==> config.mk <==
export PLATFORM = sky130hd
export DESIGN_NAME = desat_guard
export DESIGN_NICKNAME = d
export VERILOG_FILES = /design/src/rtl/desat_pkg.sv /design/src/rtl/dg_sync.sv /design/src/rtl/dg_filter.sv /design/src/rtl/dg_learn.sv /design/src/rtl/desat_guard.sv
export SDC_FILE = /design/constraint.sdc
export NUM_CORES = 1
export LEC_CHECK = 0
export BUFFER_PORTS_ARGS = -buffer_cell sky130_fd_sc_hd__clkbuf_2
export CAP_MARGIN = 10
export CORE_MARGIN = 2
export CORE_UTILIZATION = 40
export DETAILED_ROUTE_END_ITERATION = 10
export GPL_TIMING_DRIVEN = 0
export PLACE_DENSITY_LB_ADDON = 0.1
export SYNTH_ARGS = -nofsm -noshare
export SYNTH_HDL_FRONTEND = slang
export SYNTH_SLANG_ARGS = --single-unit
==> constraint.sdc <==
create_clock -name clk -period 2.3 [get_ports clk]
set_clock_uncertainty 0.2 [all_clocks]
set_input_delay 0.115 -clock clk [delete_from_list [all_inputs] [get_ports clk]]
set_output_delay 0.115 -clock clk [all_outputs]
set_load 0.03 [all_outputs]
==> src/rtl/desat_pkg.sv <==
package desat_pkg;

   typedef enum logic [1:0] {
      DG_IDLE = 2'd0,
      DG_RISE = 2'd1,
      DG_COND = 2'd2,
      DG_TRIP = 2'd3
   } dg_state_e;

   typedef enum logic [1:0] {
      DG_FC_NONE = 2'b00,
      DG_FC_HARD = 2'b01,
      DG_FC_LOAD = 2'b10
   } dg_fcode_e;

endpackage

==> src/rtl/dg_sync.sv <==
module dg_sync #(
   parameter int   STAGES  = 2,
   parameter logic RST_VAL = 1'b1
) (
   input  logic clk,
   input  logic rst_n,
   input  logic d_in,
   output logic q_out
);

   logic [STAGES-1:0] chain_q;

   always_ff @(posedge clk or negedge rst_n) begin
      if (!rst_n) chain_q <= {STAGES{RST_VAL}};
      else        chain_q <= {chain_q[STAGES-2:0], d_in};
   end

   assign q_out = chain_q[STAGES-1];

endmodule

==> src/rtl/dg_filter.sv <==
module dg_filter #(
   parameter int   LEN     = 4,
   parameter logic RST_VAL = 1'b1
) (
   input  logic clk,
   input  logic rst_n,
   input  logic d_in,
   output logic lvl_out
);

   localparam int FW = $clog2(LEN + 1);

   logic [FW-1:0] run_q;
   logic          lvl_q;

   always_ff @(posedge clk or negedge rst_n) begin
      if (!rst_n) begin
         run_q <= '0;
         lvl_q <= RST_VAL;
      end else if (d_in == lvl_q) begin
         run_q <= '0;
      end else if (run_q == FW'(LEN - 1)) begin
         run_q <= '0;
         lvl_q <= d_in;
      end else begin
         run_q <= run_q + FW'(1);
      end
   end

   assign lvl_out = lvl_q;


   level_follows_chk: assert property (@(posedge clk) disable iff (!rst_n)
      (lvl_q != $past(lvl_q)) |-> (lvl_q == $past(d_in)));

endmodule

==> src/rtl/dg_learn.sv <==
module dg_learn #(
   parameter int W      = 8,
   parameter int DEF    = 60,
   parameter int MIN    = 25,
   parameter int MAX    = 250,
   parameter int MARGIN = 8
) (
   input  logic         clk,
   input  logic         rst_n,
   input  logic         reload,
   input  logic         commit,
   input  logic [W-1:0] meas,
   output logic [W-1:0] blank
);

   localparam int SW = W + 1;

   logic [SW-1:0] sum;
   logic [W-1:0]  clamped;
   logic [W-1:0]  blank_q;

   generate
      if (MARGIN == 0) begin : g_no_margin
         assign sum = {1'b0, meas};
      end else begin : g_margin
         assign sum = {1'b0, meas} + SW'(MARGIN);
      end
   endgenerate

   always_comb begin
      if (sum < SW'(MIN))      clamped = W'(MIN);
      else if (sum > SW'(MAX)) clamped = W'(MAX);
      else                     clamped = sum[W-1:0];
   end

   always_ff @(posedge clk or negedge rst_n) begin
      if (!rst_n)      blank_q <= W'(DEF);
      else if (reload) blank_q <= W'(DEF);
      else if (commit) blank_q <= clamped;
   end

   assign blank = blank_q;


   blank_range_chk: assert property (@(posedge clk) disable iff (!rst_n)
      (blank_q >= W'(MIN)) && (blank_q <= W'(MAX)));


   hold_unless_commit_chk: assert property (@(posedge clk) disable iff (!rst_n)
      (!reload && !commit) |=> $stable(blank_q));

endmodule

==> src/rtl/desat_guard.sv <==
module desat_guard
   import desat_pkg::*;
#(
   parameter int SYNC_N    = 2,
   parameter int FILT_LEN  = 4,
   parameter int BLANK_DEF = 60,
   parameter int BLANK_MIN = 25,
   parameter int BLANK_MAX = 250,
   parameter int MARGIN    = 8
) (
   input  logic                               clk,
   input  logic                               rst_n,
   input  logic                               pwm_in,
   input  logic                               desat_in,
   input  logic                               clr_in,
   output logic                               gate_out,
   output logic                               fault_out,
   output logic [1:0]                         fault_code,
   output logic [$clog2(BLANK_MAX + 1)-1:0]   blank_len
);

   localparam int CW = $clog2(BLANK_MAX + 1);

   generate
      if (SYNC_N < 2) begin : g_bad_sync
         $error("desat_guard: SYNC_N must be at least 2");
      end
      if (FILT_LEN < 1 || FILT_LEN > 8) begin : g_bad_filt
         $error("desat_guard: FILT_LEN must lie in 1..8");
      end
      if (BLANK_MIN < 1 || BLANK_MIN > BLANK_MAX) begin : g_bad_range
         $error("desat_guard: blanking range is empty");
      end
      if (BLANK_DEF < BLANK_MIN || BLANK_DEF > BLANK_MAX) begin : g_bad_def
         $error("desat_guard: default blanking outside clamp range");
      end
   endgenerate

   logic          desat_s;
   logic          desat_f;
   logic          clr_ok;
   logic          commit;
   dg_state_e     st_q;
   dg_fcode_e     code_q;
   logic [CW-1:0] cnt_q;
   logic [CW-1:0] meas_q;
   logic [CW-1:0] blank_w;

   dg_sync #(.STAGES(SYNC_N), .RST_VAL(1'b1)) sync_i (
      .clk   (clk),
      .rst_n (rst_n),
      .d_in  (desat_in),
      .q_out (desat_s)
   );

   dg_filter #(.LEN(FILT_LEN), .RST_VAL(1'b1)) filt_i (
      .clk     (clk),
      .rst_n   (rst_n),
      .d_in    (desat_s),
      .lvl_out (desat_f)
   );

   assign clr_ok = clr_in && !pwm_in;
   assign commit = (st_q == DG_COND) && !pwm_in;

   dg_learn #(
      .W(CW), .DEF(BLANK_DEF), .MIN(BLANK_MIN), .MAX(BLANK_MAX), .MARGIN(MARGIN)
   ) learn_i (
      .clk    (clk),
      .rst_n  (rst_n),
      .reload (clr_ok),
      .commit (commit),
      .meas   (meas_q),
      .blank  (blank_w)
   );

   always_ff @(posedge clk or negedge rst_n) begin
      if (!rst_n) begin
         st_q   <= DG_IDLE;
         code_q <= DG_FC_NONE;
         cnt_q  <= '0;
         meas_q <= '0;
      end else if (clr_ok) begin
         st_q   <= DG_IDLE;
         code_q <= DG_FC_NONE;
         cnt_q  <= '0;
      end else begin
         unique case (st_q)
            DG_IDLE: begin
               if (pwm_in) begin
                  st_q  <= DG_RISE;
                  cnt_q <= CW'(1);
               end
            end
            DG_RISE: begin
               if (!pwm_in) begin
                  st_q <= DG_IDLE;
               end else if (!desat_f) begin
                  meas_q <= cnt_q;
                  st_q   <= DG_COND;
               end else if (cnt_q >= blank_w) begin
                  st_q   <= DG_TRIP;
                  code_q <= DG_FC_HARD;
               end else if (cnt_q != {CW{1'b1}}) begin
                  cnt_q <= cnt_q + CW'(1);
               end
            end
            DG_COND: begin
               if (!pwm_in) begin
                  st_q <= DG_IDLE;
               end else if (desat_f) begin
                  st_q   <= DG_TRIP;
                  code_q <= DG_FC_LOAD;
               end
            end
            DG_TRIP: begin
               st_q <= DG_TRIP;
            end
            default: st_q <= DG_IDLE;
         endcase
      end
   end

   assign fault_out  = (st_q == DG_TRIP);
   assign gate_out   = pwm_in && (st_q != DG_TRIP);
   assign fault_code = code_q;
   assign blank_len  = blank_w;


   fault_sticky_chk: assert property (@(posedge clk) disable iff (!rst_n)
      (fault_out && !clr_ok) |=> fault_out);


   code_onehot_chk: assert property (@(posedge clk) disable iff (!rst_n)
      fault_out |-> ($countones(fault_code) == 1));


   code_idle_chk: assert property (@(posedge clk) disable iff (!rst_n)
      !fault_out |-> (fault_code == 2'b00));


   clear_restores_chk: assert property (@(posedge clk) disable iff (!rst_n)
      clr_ok |=> (!fault_out && (blank_len == CW'(BLANK_DEF))));


   hard_window_chk: assert property (@(posedge clk) disable iff (!rst_n)
      (st_q == DG_RISE) |-> (cnt_q <= blank_w));


   short_on_hold_chk: assert property (@(posedge clk) disable iff (!rst_n)
      (st_q == DG_RISE && !pwm_in && !clr_in) |=> $stable(blank_len));

endmodule

==> out/metrics.cfg <==
[timing]
fmax_mhz = 430.1
tightest_slew_ns = 0.8749
tns_ns = -0.06214
setup_viol = 3
slew_viol_final = 0
worst_slack_ns = -0.02494
holdWs_ns = 0.02142
rsz0062_at_grt = yes
period_share_pct = 101.1
timing.slew.headroom_pct = 41.67
hold_violations = 0
fin_crit_ns = 2.325

[cts]
insertion_delay_ns = 0.29
cts_buffers = 5
clock_path_buffers = 2
htreeDepth = 2
cts-root-buf = clkbuf_8
cts_tree = done
clkTransAtPathRegs_ns = 0.08
cts.sinks = 34

[grt]
grt_pass1_vias = 1449
antenna_found_initial = 0
grt_pass1_wl_mm = 7.176
grt.total_usage_pct = 17.51
overflow = 0
grt_max_degree = 35

[route]
first_pass_iters = 4
wl_mm = 4.486
dr_total_vias = 1624
drcViolationCount = 0
wl_per_cell_um = 15.47
ant_nets = 0
vias_per_cell = 5.600
drt_iter0_markers = 108

[yosys]
synthMuxAreaShare_pct = 4.589
synth.largest_area_cell = dfrtp_1
synthSimpleGateAreaFrac_pct = 20.46
synthArstFlopShare_pct = 100.0
synthFlopType = dfrtp_1
synth_top_family_by_area = simple AND/OR/NAND/NOR gates
yosys_warnings = 0
synthTopCellsByArea = dfrtp_1 34%, dfstp_2 9.4%, ha_1 7.6%, mux2_2 4.6%, nand2_1 4.2%
synth.top_cell.area_share_pct = 34.42
synthesis.area_um2 = 1963
postSynthCellCount = 193
synth.avg_cell_area_um2 = 10.17
syn-num-nets = 210
synth_compound_area_share_pct = 20.14
synth_cell_types = 52
ys_ff_latch = 34
synthAdderAreaFrac_pct = 7.648
yosysSeqAreaShare_pct = 43.79
synth-xor-area-share_pct = 0.4461
synth_edf_count = 0

[placed_design]
pre_cts_ws_ns = -0.1636
placed_area_um2 = 2153
dp_cells = 276
gp_congestion = 0.8617
io_buffers = 16
hpwl_mm = 3.173

[floorplan]
chipHeight_um = 74.06
ios = 17
core_um2 = 4723
start_util_pct = 41.56
die_x_um = 74.06
rows = 25
fp.dieArea_um2 = 5484

[critical_path]
critical_path.cell_chain = inv_2 -> ha_4 -> a21o_1 -> a221oi_4 -> o21ai_4 -> or3_4 -> o31ai_2
cpPeakStageDelay_ns = 0.54
crit_path_end_kind = register
worstSetupStartpointType = register
critical_path_arrival_ns = 2.32
cp_slowest_cell = dfstp_2
worstPathRequired_ns = 2.30
cp_max_fo = 6
worst-setup-path-type = register to register

[power_and_ir_drop]
power_density_nw_per_um2 = 803.9
p_total_mw = 1.903
p_leak_nw = 1.071
ir_drop_mv = 0.5880

[job]
cap_violations = 0

[outcome]
status = finished with violations
violations = setup timing

[cells_and_area]
nNetsFinal = 239
antennaDiodeCount = 0
drive_above_1_share_pct = 34.53
final_util_pct = 50.12
layout.cells.non_filler = 290
syn_to_final_growth_pct = 20.59
finalInstanceArea_um2 = 2367

[worst_hold_path]
hp-class = primary input to register

## layout by cell type (no fill, tap or decap), drive strengths merged, types with 3 or more instances in the layout
| master | count |
|---|---|
| nor3 | 8 |
| a22oi | 3 |
| ha | 12 |
| dfstp | 7 |
| nor3b | 4 |
| dfrtp | 27 |
| nor2 | 7 |
| a21oi | 4 |
| a31oi | 3 |
| nand2 | 22 |
| inv | 10 |
| o31ai | 4 |
| mux2 | 8 |
| and2 | 4 |
| nand2b | 3 |
| o311ai | 3 |
| buf | 7 |
| nand3 | 7 |
| and3 | 6 |
| nor2b | 6 |
| o21ai | 7 |
| clkbuf | 21 |
## metal layers
| metal | part of all wire [%] | global-route usage, % | vias to the layer above | wire length [µm] |
|---|---|---|---|---|
| met2 | 46 | 26.59 | 46 | 2073 |
| met5 | 0 | 0 | - | 0 |
| met1 | 48 | 24.32 | 795 | 2139 |
| met4 | 1.4 | 6.465 | 0 | 61 |
| li1 | - | - | 776 | - |
| met3 | 4.7 | 4.336 | 7 | 212 |
## layout make-up
class | instances | area, µm²
repair buffers | 22 | 130.1
flip-flops and latches | 34 | 867.1
inverters | 10 | 37.54
well taps | 67 | 83.83
clock buffers | 5 | 68.82
fillers | 440 | 2356
multi-input cells | 146 | 1139
plain buffers | 3 | 20.02
clock inverters | 3 | 21.27
## repair_timing
action                     4_1_cts  5_1_grt
pin swaps                        3        2
buffers inserted                 1        3
setup endpoints to repair       10       13
hold buffers                     2        0
hold endpoints to repair        28        0
gates resized for setup          7       11
gates cloned                     0        0
## worst paths after layout
kind / startpoint / slack, ns / end / depth (start not counted)
setup / recovery: learn_i.blank[5]$_DFFE_PN1P_ / -0.02 / cnt_q[3]$_DFFE_PN0P_ / 7
hold / removal: clr_in / 0.02 / st_q[1]$_DFFE_PN0P_ / 3
setup reg to reg: learn_i.blank[5]$_DFFE_PN1P_ / -0.02 / cnt_q[3]$_DFFE_PN0P_ / 7
hold reg to reg: sync_i.chain_q[0]$_DFF_PN1_ / 0.16 / sync_i.chain_q[1]$_DFF_PN1_ / 0
max in group asynchronous: rst_n / 1.02 / cnt_q[0]$_DFFE_PN0P_ / 2
min in group asynchronous: rst_n / 0.28 / fault_code[0]$_DFFE_PN0P_ / 2
## synth_stat cells, drive strengths merged (4+ instances only)
cell type   n
nor3        8
nor3b       4
ha         12
o31ai       4
a21oi       4
dfstp       7
inv        10
dfrtp      27
nand2      22
nand3       7
nor2        7
and3        6
and2        4
mux2        8
o21ai       7
nor2b       6
## worst max-delay path: cells and delay by family (launching register included)
family / cells / cell delay, ns
flops: 1 / 0.54
buf+inv: 1 / 0.05
fa+ha+maj: 1 / 0.23
compound gates: 4 / 0.82
simple gates: 1 / 0.39
## where the power goes
part | internal [mW] | total, mW | leakage, nW | switching, mW
Sequential | 0.718 | 0.832 | 0.428 | 0.114
Clock | 0.213 | 0.453 | 0.0441 | 0.240
Combinational | 0.254 | 0.618 | 0.599 | 0.364
Total | 1.19 | 1.90 | 1.07 | 0.718
## flip-flops by register name, indices dropped and copies added (netlist names)
register,count
cnt_q,8
learn_i.blank,8
meas_q,8
filt_i.run_q,3
fault_code,2
st_q,2
sync_i.chain_q,2
filt_i.lvl_out,1
## cells by family (layout without fill, tap and decap cells)
logic type / after synthesis / in the layout
mux: 8 / 8
fa+ha+maj: 12 / 12
compound gates: 49 / 49
flops: 34 / 34
xor+xnor: 1 / 1
simple gates: 76 / 76
buf+inv: 13 / 43
(Power assumes the default switching activity.)
